===== config.mk =====
export PLATFORM = sky130hd
export DESIGN_NAME = pair_issuer
export DESIGN_NICKNAME = d
export VERILOG_FILES = /design/src/rtl/pair_issue_pkg.sv /design/src/rtl/issue_load_shadow.sv /design/src/rtl/issue_pair_rules.sv /design/src/rtl/pair_issuer.sv
export SDC_FILE = /design/constraint.sdc
export NUM_CORES = 1
export LEC_CHECK = 0
export BUFFER_PORTS_ARGS = -buffer_cell sky130_fd_sc_hd__buf_2
export CAP_MARGIN = 20
export CORE_MARGIN = 2
export CORE_UTILIZATION = 42
export DETAILED_ROUTE_END_ITERATION = 10
export PLACE_DENSITY = 0.75
export SETUP_SLACK_MARGIN = 0.02
export SLEW_MARGIN = 20
export SYNTH_ARGS = -nofsm -noshare
export SYNTH_HDL_FRONTEND = slang
export SYNTH_SLANG_ARGS = --single-unit

===== constraint.sdc =====
create_clock -name clk -period 1.5 [get_ports clk]
set_input_delay 0 -clock clk [delete_from_list [all_inputs] [get_ports clk]]
set_output_delay 0 -clock clk [all_outputs]
set_load 0.02 [all_outputs]

===== src/rtl/pair_issue_pkg.sv =====
package pair_issue_pkg;

  typedef enum logic [1:0] {
    CLS_INT  = 2'd0,
    CLS_LD   = 2'd1,
    CLS_FP   = 2'd2,
    CLS_FPLD = 2'd3
  } op_cls_e;

  // destination lives in the FP file
  function automatic logic dst_is_fp(op_cls_e c);
    return (c == CLS_FP) || (c == CLS_FPLD);
  endfunction

  // sources are read from the FP file
  function automatic logic src_is_fp(op_cls_e c);
    return c == CLS_FP;
  endfunction

  // source B is a real operand (loads only use the base)
  function automatic logic uses_src_b(op_cls_e c);
    return (c == CLS_INT) || (c == CLS_FP);
  endfunction

  function automatic logic is_load(op_cls_e c);
    return (c == CLS_LD) || (c == CLS_FPLD);
  endfunction

endpackage


===== src/rtl/issue_load_shadow.sv =====
module issue_load_shadow #(
  parameter int REG_W = 5
) (
  input  logic             clk,
  input  logic             rst_n,
  input  logic             set_i,
  input  logic             set_fp_i,
  input  logic [REG_W-1:0] set_dst_i,
  output logic             busy_o,
  output logic             busy_fp_o,
  output logic [REG_W-1:0] busy_dst_o
);

  always_ff @(posedge clk) begin
    if (!rst_n) begin
      busy_o     <= 1'b0;
      busy_fp_o  <= 1'b0;
      busy_dst_o <= '0;
    end else begin
      busy_o     <= set_i;
      busy_fp_o  <= set_fp_i;
      busy_dst_o <= set_dst_i;
    end
  end

endmodule


===== src/rtl/issue_pair_rules.sv =====
module issue_pair_rules
  import pair_issue_pkg::*;
#(
  parameter int REG_W = 5
) (
  input  op_cls_e          a_cls,
  input  logic [REG_W-1:0] a_dst,
  input  logic [REG_W-1:0] a_src_a,
  input  logic [REG_W-1:0] a_src_b,
  input  logic             b_present,
  input  op_cls_e          b_cls,
  input  logic [REG_W-1:0] b_src_a,
  input  logic [REG_W-1:0] b_src_b,
  input  logic             shd_busy,
  input  logic             shd_fp,
  input  logic [REG_W-1:0] shd_dst,
  output logic             a_blocked,
  output logic             b_pairs
);

  function automatic logic reads_reg(op_cls_e c, logic [REG_W-1:0] sa,
                                     logic [REG_W-1:0] sb, logic fp,
                                     logic [REG_W-1:0] d);
    return (src_is_fp(c) == fp) && ((sa == d) || (uses_src_b(c) && (sb == d)));
  endfunction

  logic b_type_ok, b_intra_use, b_prev_use;

  assign b_type_ok   = (b_cls == CLS_FP) && (a_cls != CLS_FP);
  assign b_intra_use = is_load(a_cls) &&
                       reads_reg(b_cls, b_src_a, b_src_b, dst_is_fp(a_cls), a_dst);
  assign b_prev_use  = shd_busy && reads_reg(b_cls, b_src_a, b_src_b, shd_fp, shd_dst);

  assign a_blocked = shd_busy && reads_reg(a_cls, a_src_a, a_src_b, shd_fp, shd_dst);
  assign b_pairs   = b_present && b_type_ok && !b_intra_use && !b_prev_use;

endmodule


===== src/rtl/pair_issuer.sv =====
module pair_issuer
  import pair_issue_pkg::*;
#(
  parameter int REG_W = 5
) (
  input  logic             clk,
  input  logic             rst_n,
  input  logic             pair_valid,
  input  logic [1:0]       lo_cls,
  input  logic [REG_W-1:0] lo_dst,
  input  logic [REG_W-1:0] lo_src_a,
  input  logic [REG_W-1:0] lo_src_b,
  input  logic [1:0]       hi_cls,
  input  logic [REG_W-1:0] hi_dst,
  input  logic [REG_W-1:0] hi_src_a,
  input  logic [REG_W-1:0] hi_src_b,
  output logic             issue_lo,
  output logic             issue_hi,
  output logic             fetch_stall
);

  logic             retry_q;
  op_cls_e          eff_cls;
  logic [REG_W-1:0] eff_dst, eff_src_a, eff_src_b;
  logic             shd_busy, shd_fp;
  logic [REG_W-1:0] shd_dst;
  logic             lo_blocked, hi_pairs, load_fire, consumed;

  // after a split the held high instruction moves to the low position
  assign eff_cls   = retry_q ? op_cls_e'(hi_cls) : op_cls_e'(lo_cls);
  assign eff_dst   = retry_q ? hi_dst   : lo_dst;
  assign eff_src_a = retry_q ? hi_src_a : lo_src_a;
  assign eff_src_b = retry_q ? hi_src_b : lo_src_b;

  issue_pair_rules #(.REG_W(REG_W)) u_rules (
    .a_cls     (eff_cls),
    .a_dst     (eff_dst),
    .a_src_a   (eff_src_a),
    .a_src_b   (eff_src_b),
    .b_present (!retry_q),
    .b_cls     (op_cls_e'(hi_cls)),
    .b_src_a   (hi_src_a),
    .b_src_b   (hi_src_b),
    .shd_busy  (shd_busy),
    .shd_fp    (shd_fp),
    .shd_dst   (shd_dst),
    .a_blocked (lo_blocked),
    .b_pairs   (hi_pairs)
  );

  assign issue_lo    = pair_valid && !lo_blocked;
  assign issue_hi    = issue_lo && hi_pairs;
  assign consumed    = issue_hi || (issue_lo && retry_q);
  assign fetch_stall = pair_valid && !consumed;
  assign load_fire   = issue_lo && is_load(eff_cls);

  issue_load_shadow #(.REG_W(REG_W)) u_shadow (
    .clk        (clk),
    .rst_n      (rst_n),
    .set_i      (load_fire),
    .set_fp_i   (dst_is_fp(eff_cls)),
    .set_dst_i  (eff_dst),
    .busy_o     (shd_busy),
    .busy_fp_o  (shd_fp),
    .busy_dst_o (shd_dst)
  );

  always_ff @(posedge clk) begin
    if (!rst_n)        retry_q <= 1'b0;
    else if (issue_lo) retry_q <= !retry_q && !issue_hi;
  end

endmodule


==> results.cfg, run 1 <==
[status]
status = finished, violations left
violations = setup timing

[pwr]
ir_worst_vdd_uv = 385
switching_share_pct = 35.7
p_per_area_nw_per_um2 = 643
p_total_mw = 0.879
power.leakage_nw = 0.574
pwr-share-clk_pct = 20.9
p_switching_mw = 0.314
seqPwrFrac_pct = 29.1
p_int_mw = 0.565
power_frac_comb_pct = 50.0

[route]
vias = 955
routed_wl_um = 2530
firstDrtPassIters = 4
wl_per_cell_um = 13.6
drc = 0
drt_iter0_drc = 22
ant_nets = 0
vias_per_cell = 5.13

[clocking]
cts_hold_buf = 0
h-tree-depth = 1
cts-root-buf = clkbuf_4
cts.clk_slew.worst_paths_ns = 0.07
cts.sinks = 8
cts_made_buffers = 3
clock_latency_ns = 0.26
clock_tree.buffer_depth = 2
cts_tree = done

[place]
dp_hpwl_um = 1910
placed_cells = 179
gp_congestion = 0.769
portBuffers = 39
dpl_cell_area_um2 = 1210

[layout]
finalInstanceArea_um2 = 1370
diodes = 0
final_nets = 197
drive_gt1_share_pct = 48.7
stdcell_count = 186
syn_to_final_growth_pct = 46.8

[logic_synthesis]
synth.top_cells.by_area = xnor2_1, dfxtp_1, xor2_1
synth_seq_cells = 8
synth_largest_area_cell = xnor2_1
yosys_warnings = 0
synth.top_cell.area_share_pct = 24.5
syn-cell-area_um2 = 931
synth_edf_count = 0
synth_nets = 145
yosys.cell_types.count = 33
ys_seq_area_share_pct = 17.2
async_reset_ff_share_pct = 0
syn_avg_cell_area_um2 = 8.62
synth_cells = 108
netlist_top_cells_count = xnor2_1, nor2_1, dfxtp_1
ys.flop_type = dfxtp_1
synth.most_common_cell = xnor2_1

[timing]
setup_ws_ns = -0.513
setup_tns_ns = -1.69
worst_slew_pin_slew_ns = 0.301
period_share_pct = 134
setup_violations = 5
fin_crit_ns = 2.01
relSlewSlack_pct = 79.8
finalMaxSlewViolations = 0
timing_hold_violations_final = 0
fin_skew_ns = 0.00638
rsz0062_at_grt = yes
achievable-frequency_mhz = 497

[global_routing]
grt_pass1_wl_um = 3670
grt_usage_pct = 18.8
antenna_found_initial = 0
overflow = 0
grt_pass1_vias = 894
grt_max_degree = 12

[flow_run]
drv_cap = 0

[floorplanning]
initial_utilization_pct = 43.3
ios = 40
rows = 17
die_w_um = 51.1
core_um2 = 2150
die_y_um = 51.1
dieArea_um2 = 2610

[setup_path]
cp-end-kind = output pin
critPathKind = register to output pin
critPathRequiredTime_ns = 1.50
worstPathArrival_ns = 2.01
start_kind = register
crit_fanout = 6

[min_path]
hold_path.class = input port to register
## power groups by stage
stage          Combinational [mW]  Sequential, mW  Clock [mW]
2_1_floorplan               0.273           0.238           0
3_3_place_gp                0.360           0.268           0
3_5_place_dp                0.366           0.269           0
4_1_cts                     0.402           0.252       0.189
5_1_grt                     0.471           0.258       0.195
6_report                    0.439           0.256       0.184
## cell families (layout without fill, tap and decap cells)
logic type / after synthesis / after routing / synth area share, %
flops: 8 / 8 / 17.2
mux: 10 / 10 / 14.7
xor+xnor: 32 / 32 / 30.1
compound gates: 15 / 15 / 11.7
buf+inv: 13 / 63 / 9.00
simple gates: 30 / 30 / 17.3
## state kept, by name, summed over array words and instances, names as in the netlist
register / cells
u_shadow.busy_dst_o: 5
u_shadow.busy_o: 1
retry_q: 1
u_shadow.busy_fp_o: 1
## layout make-up
class                           count  area (µm²)
Sequential cell                     8         166
Clock buffer                        3        22.5
Tap cell                           28        35.0
Inverter                            5        18.8
Timing Repair Buffer               55         357
Fill cell                         181         782
Multi-Input combinational cell     87         767
## layout by cell type, fill, tap and decap left out, types with 2 or more instances in the layout
cell,instances
dfxtp_2,2
xnor2_1,25
nand3_1,2
inv_1,4
o22ai_1,2
buf_6,7
dfxtp_1,5
a211oi_2,3
nand2b_4,2
mux2i_4,5
nand2_1,3
mux2i_1,4
o211a_1,2
nor2_1,9
clkbuf_4,3
nor2b_1,2
nand4_1,6
a21oi_1,2
buf_2,36
xor2_1,6
buf_4,11
## per-layer routing
metal / global-route usage (%) / share of wire, % / vias to the layer above
li1: - / - / 474
met1: 23.1 / 42 / 447
met2: 32.9 / 51 / 28
met3: 2.05 / 4.9 / 6
met4: 8.11 / 2.0 / 0
met5: 0 / 0 / -
## critical path, stage by stage, from the launching register on
cell and delay [ns]:
dfxtp_4 0.40, buf_8 0.15, mux2i_1 0.22, xnor2_1 0.16, a211oi_2 0.05, o211a_1 0.25
nand2b_4 0.17, o21a_2 0.22, buf_6 0.13
## metrics by stage
stage / worst slack [ns] / hold WS [ns] / util [%]
after floorplan: -0.101 / 0.123 / -
after global placement: -0.330 / 0.285 / 56.6
after detailed placement: -0.357 / 0.305 / 56.6
after CTS: -0.484 / 0.0292 / 59.9
after global routing: -0.582 / 0.0536 / 63.6
final: -0.513 / 0.0294 / 63.6
## repair_timing
| action | 4_1_cts | 5_1_grt |
|---|---|---|
| gates cloned | 0 | 0 |
| gates resized for setup | 4 | 19 |
| pin swaps | 0 | 9 |
| setup endpoints to repair | 5 | 5 |
| buffers inserted | 4 | 0 |
## worst paths after layout
kind,end,cells past startpoint,slack (ns),from
max,fetch_stall,8,-0.51,retry_q$_SDFFE_PN0P_
max reg2reg,u_shadow.busy_o$_SDFF_PN0_,8,-0.22,retry_q$_SDFFE_PN0P_
min reg2reg,u_shadow.busy_o$_SDFF_PN0_,3,0.69,retry_q$_SDFFE_PN0P_
min,u_shadow.busy_dst_o[4]$_SDFF_PN0_,3,0.03,lo_dst[4]
(Power assumes the default switching activity.)
==> run 2: changes to the inputs <==
CAP_MARGIN = unset   (was 20)
CORE_ASPECT_RATIO = 0.8   (was unset)
GPL_TIMING_DRIVEN = 0   (was unset)
==> results.cfg, run 2 (synthesis results as in run 1) <==
[status]
status = finished, violations left
violations = setup timing

[clocking]
h-tree-depth = 1
cts_hold_buf = 0
cts_tree = done
clock_latency_ns = 0.27
cts-root-buf = clkbuf_4
cts.clk_slew.worst_paths_ns = 0.07
cts.sinks = 8
cts_made_buffers = 3
clock_tree.buffer_depth = 2

[timing]
rsz0062_at_grt = yes
fin_crit_ns = 2.03
finalMaxSlewViolations = 0
setup_violations = 5
period_share_pct = 135
setup_ws_ns = -0.528
achievable-frequency_mhz = 493
timing_hold_violations_final = 0
worst_slew_pin_slew_ns = 0.396
relSlewSlack_pct = 73.4
whs_ns = 0.0141
fin_skew_ns = 0.0124

[floorplanning]
core_um2 = 2120
die_y_um = 46.1
ios = 40
dieArea_um2 = 2610
rows = 15
initial_utilization_pct = 43.9
die_w_um = 56.6

[global_routing]
grt_max_degree = 11
grt_pass1_vias = 918
grt_usage_pct = 20.0
overflow = 0
grt_pass1_wl_um = 3880
antenna_found_initial = 0

[layout]
final_common_cell = buf_2
stdcell_count = 184
drive_gt1_share_pct = 47.2
largest_reg_flops = 5
syn_to_final_growth_pct = 48.1
final_nets = 198
top_register = u_shadow.busy_dst_o
diodes = 0
final_util_pct = 65.0
fillers = 179
final_cell_mix = buf_2, xnor2_1, nor2_1, buf_4, dfxtp_1

[flow_run]
drv_cap = 0

[pwr]
ir_worst_vdd_uv = 500
p_total_mw = 0.878
p_per_area_nw_per_um2 = 637
power.leakage_nw = 0.587

[route]
vias = 951
drc = 0
ant_nets = 0
vias_per_cell = 5.17
firstDrtPassIters = 4
drt_iter0_drc = 21
wl_per_cell_um = 14.1
routed_wl_um = 2600

[place]
placed_cells = 172
gp_congestion = 0.842
portBuffers = 39
dp_hpwl_um = 1870

[min_path]
hold_path.class = input port to register

[setup_path]
critPathRequiredTime_ns = 1.50
slowest_delay_ns = 0.41
path_cells = buf_2, xnor2_2, nand4b_1, o22ai_1, a311oi_1, a31oi_1, o21a_2, buf_6
worstPathArrival_ns = 2.03
crit_fanout = 4
crit_path_top_delay_cell = a311oi_1
start_kind = register
cp-end-kind = output pin
critPathKind = register to output pin
-- run 2: cell count changes in the layout (fill, tap and decap cells not counted), sizes merged --
cell,change
clkbuf,+2
buf,-1
-- run 2: layout make-up --
class                      instances  area (µm²)  share of cell area (%)
multi-input combinational         87         768                    55.7
timing repair buffer              49         317                    23.0
sequential                         8         164                    11.9
buffer                             7        57.6                    4.17
tap                               25        31.3                    2.27
clock buffer                       3        22.5                    1.63
inverter                           5        18.8                    1.36
-- run 2: path summary, 6_finish.rpt --
kind                                                   startpoint                                end  slack, ns  depth (start not counted)
worst max register to register               retry_q$_SDFFE_PN0P_               retry_q$_SDFFE_PN0P_      -0.31                          8
worst min-delay path                                    lo_dst[0]  u_shadow.busy_dst_o[0]$_SDFF_PN0_       0.01                          3
worst max-delay path            u_shadow.busy_dst_o[0]$_SDFF_PN0_                        fetch_stall      -0.53                          8
worst min register to register         u_shadow.busy_o$_SDFF_PN0_               retry_q$_SDFFE_PN0P_       0.69                          3
-- run 2: repair_timing --
| action | in CTS | in global routing |
|---|---|---|
| cloned | 1 | 0 |
| gates resized for setup | 15 | 4 |
| setup buffers | 9 | 0 |
| hold endpoints to repair | 0 | 0 |
| pin swaps | 11 | 1 |
| endpoints found under the setup margin | 5 | 5 |
-- run 2: metrics by stage --
| step | area (µm²) | TNS, ns | setup WS [ns] |
|---|---|---|---|
| after floorplan | 960 | -0.234 | -0.101 |
| after global placement | 1190 | -1.05 | -0.347 |
| after detailed placement | 1190 | -1.13 | -0.323 |
| after CTS | 1350 | -1.96 | -0.509 |
| after global routing | 1380 | -2.34 | -0.637 |
| final | 1380 | -1.95 | -0.528 |
-- run 2: report_power, final --
part           total (mW)  switching [mW]  leakage [nW]  internal, mW
clock               0.181          0.0888        0.0138        0.0924
sequential          0.240          0.0113        0.0671         0.229
combinational       0.457           0.210         0.506         0.247
total               0.878           0.311         0.587         0.568
-- run 2: metal layers --
metal	share of wire, %	GRT usage [%]	wire, µm
met3	5.8	6.74	152
met4	0.38	4.29	10
met1	44	22.1	1140
met5	0	0	0
met2	50	38.1	1290
-- run 2: critical path, delay by kind of cell (launching register included) --
| kind | cells | cell delay, ns |
|---|---|---|
| AO/OA/AOI/OAI | 4 | 0.89 |
| XOR/XNOR | 1 | 0.16 |
| buffers and inverters | 2 | 0.28 |
| flip-flops | 1 | 0.29 |
| AND/OR/NAND/NOR | 1 | 0.14 |
==> run 3: changes to the inputs <==
CORE_UTILIZATION = 47   (was 42)
PLACE_DENSITY = 0.79   (was 0.75)
clock period = 2.1 ns   (was 1.5 ns; I/O delays follow)
==> results.cfg, run 3 (synthesis results as in run 1) <==
[status]
status = complete, no violations

[global_routing]
grt_pass1_wl_um = 4470
grt_pass1_vias = 1024
grt_usage_pct = 26.8
antenna_found_initial = 0
grt_max_degree = 11
overflow = 0

[route]
drt_iter0_drc = 16
wl_per_cell_um = 14.4
firstDrtPassIters = 4
vias = 987
routed_wl_um = 2630
vias_per_cell = 5.39
ant_nets = 0
drc = 0

[min_path]
min_to = u_shadow.busy_o$_SDFF_PN0_
hold_path.class = input port to register
hold_start = pair_valid
min_path_cells = 3

[place]
gp_congestion = 0.848
dp_slack_ns = 0.249
dpl_cell_area_um2 = 1160
portBuffers = 39
dp_hpwl_um = 1840

[setup_path]
critPathKind = register to output pin
worstPathArrival_ns = 2.09
crit_fanout = 10
critPathRequiredTime_ns = 2.10
r2r-start = retry_q$_SDFFE_PN0P_
start_kind = register
cp-startpoint = retry_q$_SDFFE_PN0P_
worst-r2r-cell-count = 9
cp-end-kind = output pin
timing.rr.end = retry_q$_SDFFE_PN0P_
regToRegSetupSlack_ns = 0.24

[layout]
final_util_pct = 71.7
largest_reg_flops = 5
syn_to_final_growth_pct = 44.4
ff_latch_area_um2 = 161
multi_input_area_um2 = 751
drive_gt1_share_pct = 44.7
diodes = 0
final_common_cell = buf_2
top_register = u_shadow.busy_dst_o
final_cell_mix = buf_2, xnor2_1, nor2_1, buf_4, dfxtp_1
finalInstanceArea_um2 = 1340
final_nets = 198
fillers = 148

[floorplanning]
dieArea_um2 = 2350
die_y_um = 43.8
initial_utilization_pct = 49.7
core_um2 = 1870
ios = 40
die_w_um = 53.8
rows = 14

[clocking]
cts-root-buf = clkbuf_4
cts.clk_slew.worst_paths_ns = 0.07
cts_tree = done
clock_latency_ns = 0.28
cts.sinks = 8
h-tree-depth = 1
clock_tree.buffer_depth = 2
cts_made_buffers = 3

[timing]
setup_violations = 0
fin_crit_ns = 2.09
relSlewSlack_pct = 76.7
timing_hold_violations_final = 0
rsz0062_at_grt = yes
achievable-frequency_mhz = 478
worst_slew_pin_slew_ns = 0.347
finalMaxSlewViolations = 0
setup_ws_ns = 0.00881
fin_skew_ns = 0.0135
period_share_pct = 99.6

[pwr]
switching_share_pct = 35.9
pwr-share-clk_pct = 21.5
p_int_mw = 0.400
ir_worst_vdd_uv = 367
power.leakage_nw = 0.579
seqPwrFrac_pct = 26.9
power_frac_comb_pct = 51.5
p_per_area_nw_per_um2 = 464
p_switching_mw = 0.224

[flow_run]
drv_cap = 0
==> run 3: repair_timing <==
action | in CTS | in global routing
hold buffers | 0 | 0
resized for setup | 12 | 3
setup endpoints to repair | 1 | 2
cloned | 1 | 0
setup buffers | 8 | 0
pin swaps | 7 | 4
==> run 3: final cells by class <==
cell class | count | area share (%)
timing repair buffer | 48 | 21.7
inverter | 5 | 1.40
multi-input combinational | 87 | 55.9
clock buffer | 3 | 1.68
sequential | 8 | 12.0
tap | 24 | 2.23
buffer | 8 | 5.12
==> run 3: worst max path at each step <==
stage / depth (start not counted) / slack (ns) / to
floorplan: 8 / 0.44 / issue_hi
global placement: 9 / 0.26 / fetch_stall
detailed placement: 9 / 0.25 / fetch_stall
CTS: 9 / 0.02 / fetch_stall
global route: 9 / -0.13 / fetch_stall
finish: 9 / 0.009 / fetch_stall
==> run 3: power by group through the flow <==
stage | clock network (mW) | logic (mW) | registers [mW]
final | 0.134 | 0.322 | 0.168
after global routing | 0.145 | 0.347 | 0.169
after CTS | 0.134 | 0.314 | 0.168
after detailed placement | 0 | 0.267 | 0.171
after global placement | 0 | 0.260 | 0.170
after floorplan | 0 | 0.189 | 0.170
==> run 3: through the flow <==
stage	TNS [ns]	cells	power, mW	hold slack (ns)
global route	-0.233	183	0.661	0.0238
detailed placement	0	171	0.438	0.291
floorplan	0	108	0.358	0.144
CTS	0	183	0.616	0.0172
finish	0	183	0.624	0.0189
global placement	0	171	0.431	0.282
==> run 3: metal layers <==
layer	track usage [%]	routed length [µm]	up-vias	share of wire, %
met4	9.23	25	0	0.95
met3	8.97	184	6	7.0
met2	46.8	1390	43	53
met5	0	0	-	0
li1	-	-	476	-
met1	30.0	1030	462	39
==> run 3: critical path: stages (launching register included) <==
cell,delay (ns)
dfxtp_2,0.32
buf_6,0.12
buf_12,0.14
buf_8,0.14
mux2i_4,0.27
xor2_1,0.20
nand4_1,0.17
a31oi_1,0.17
o21a_1,0.15
buf_6,0.12
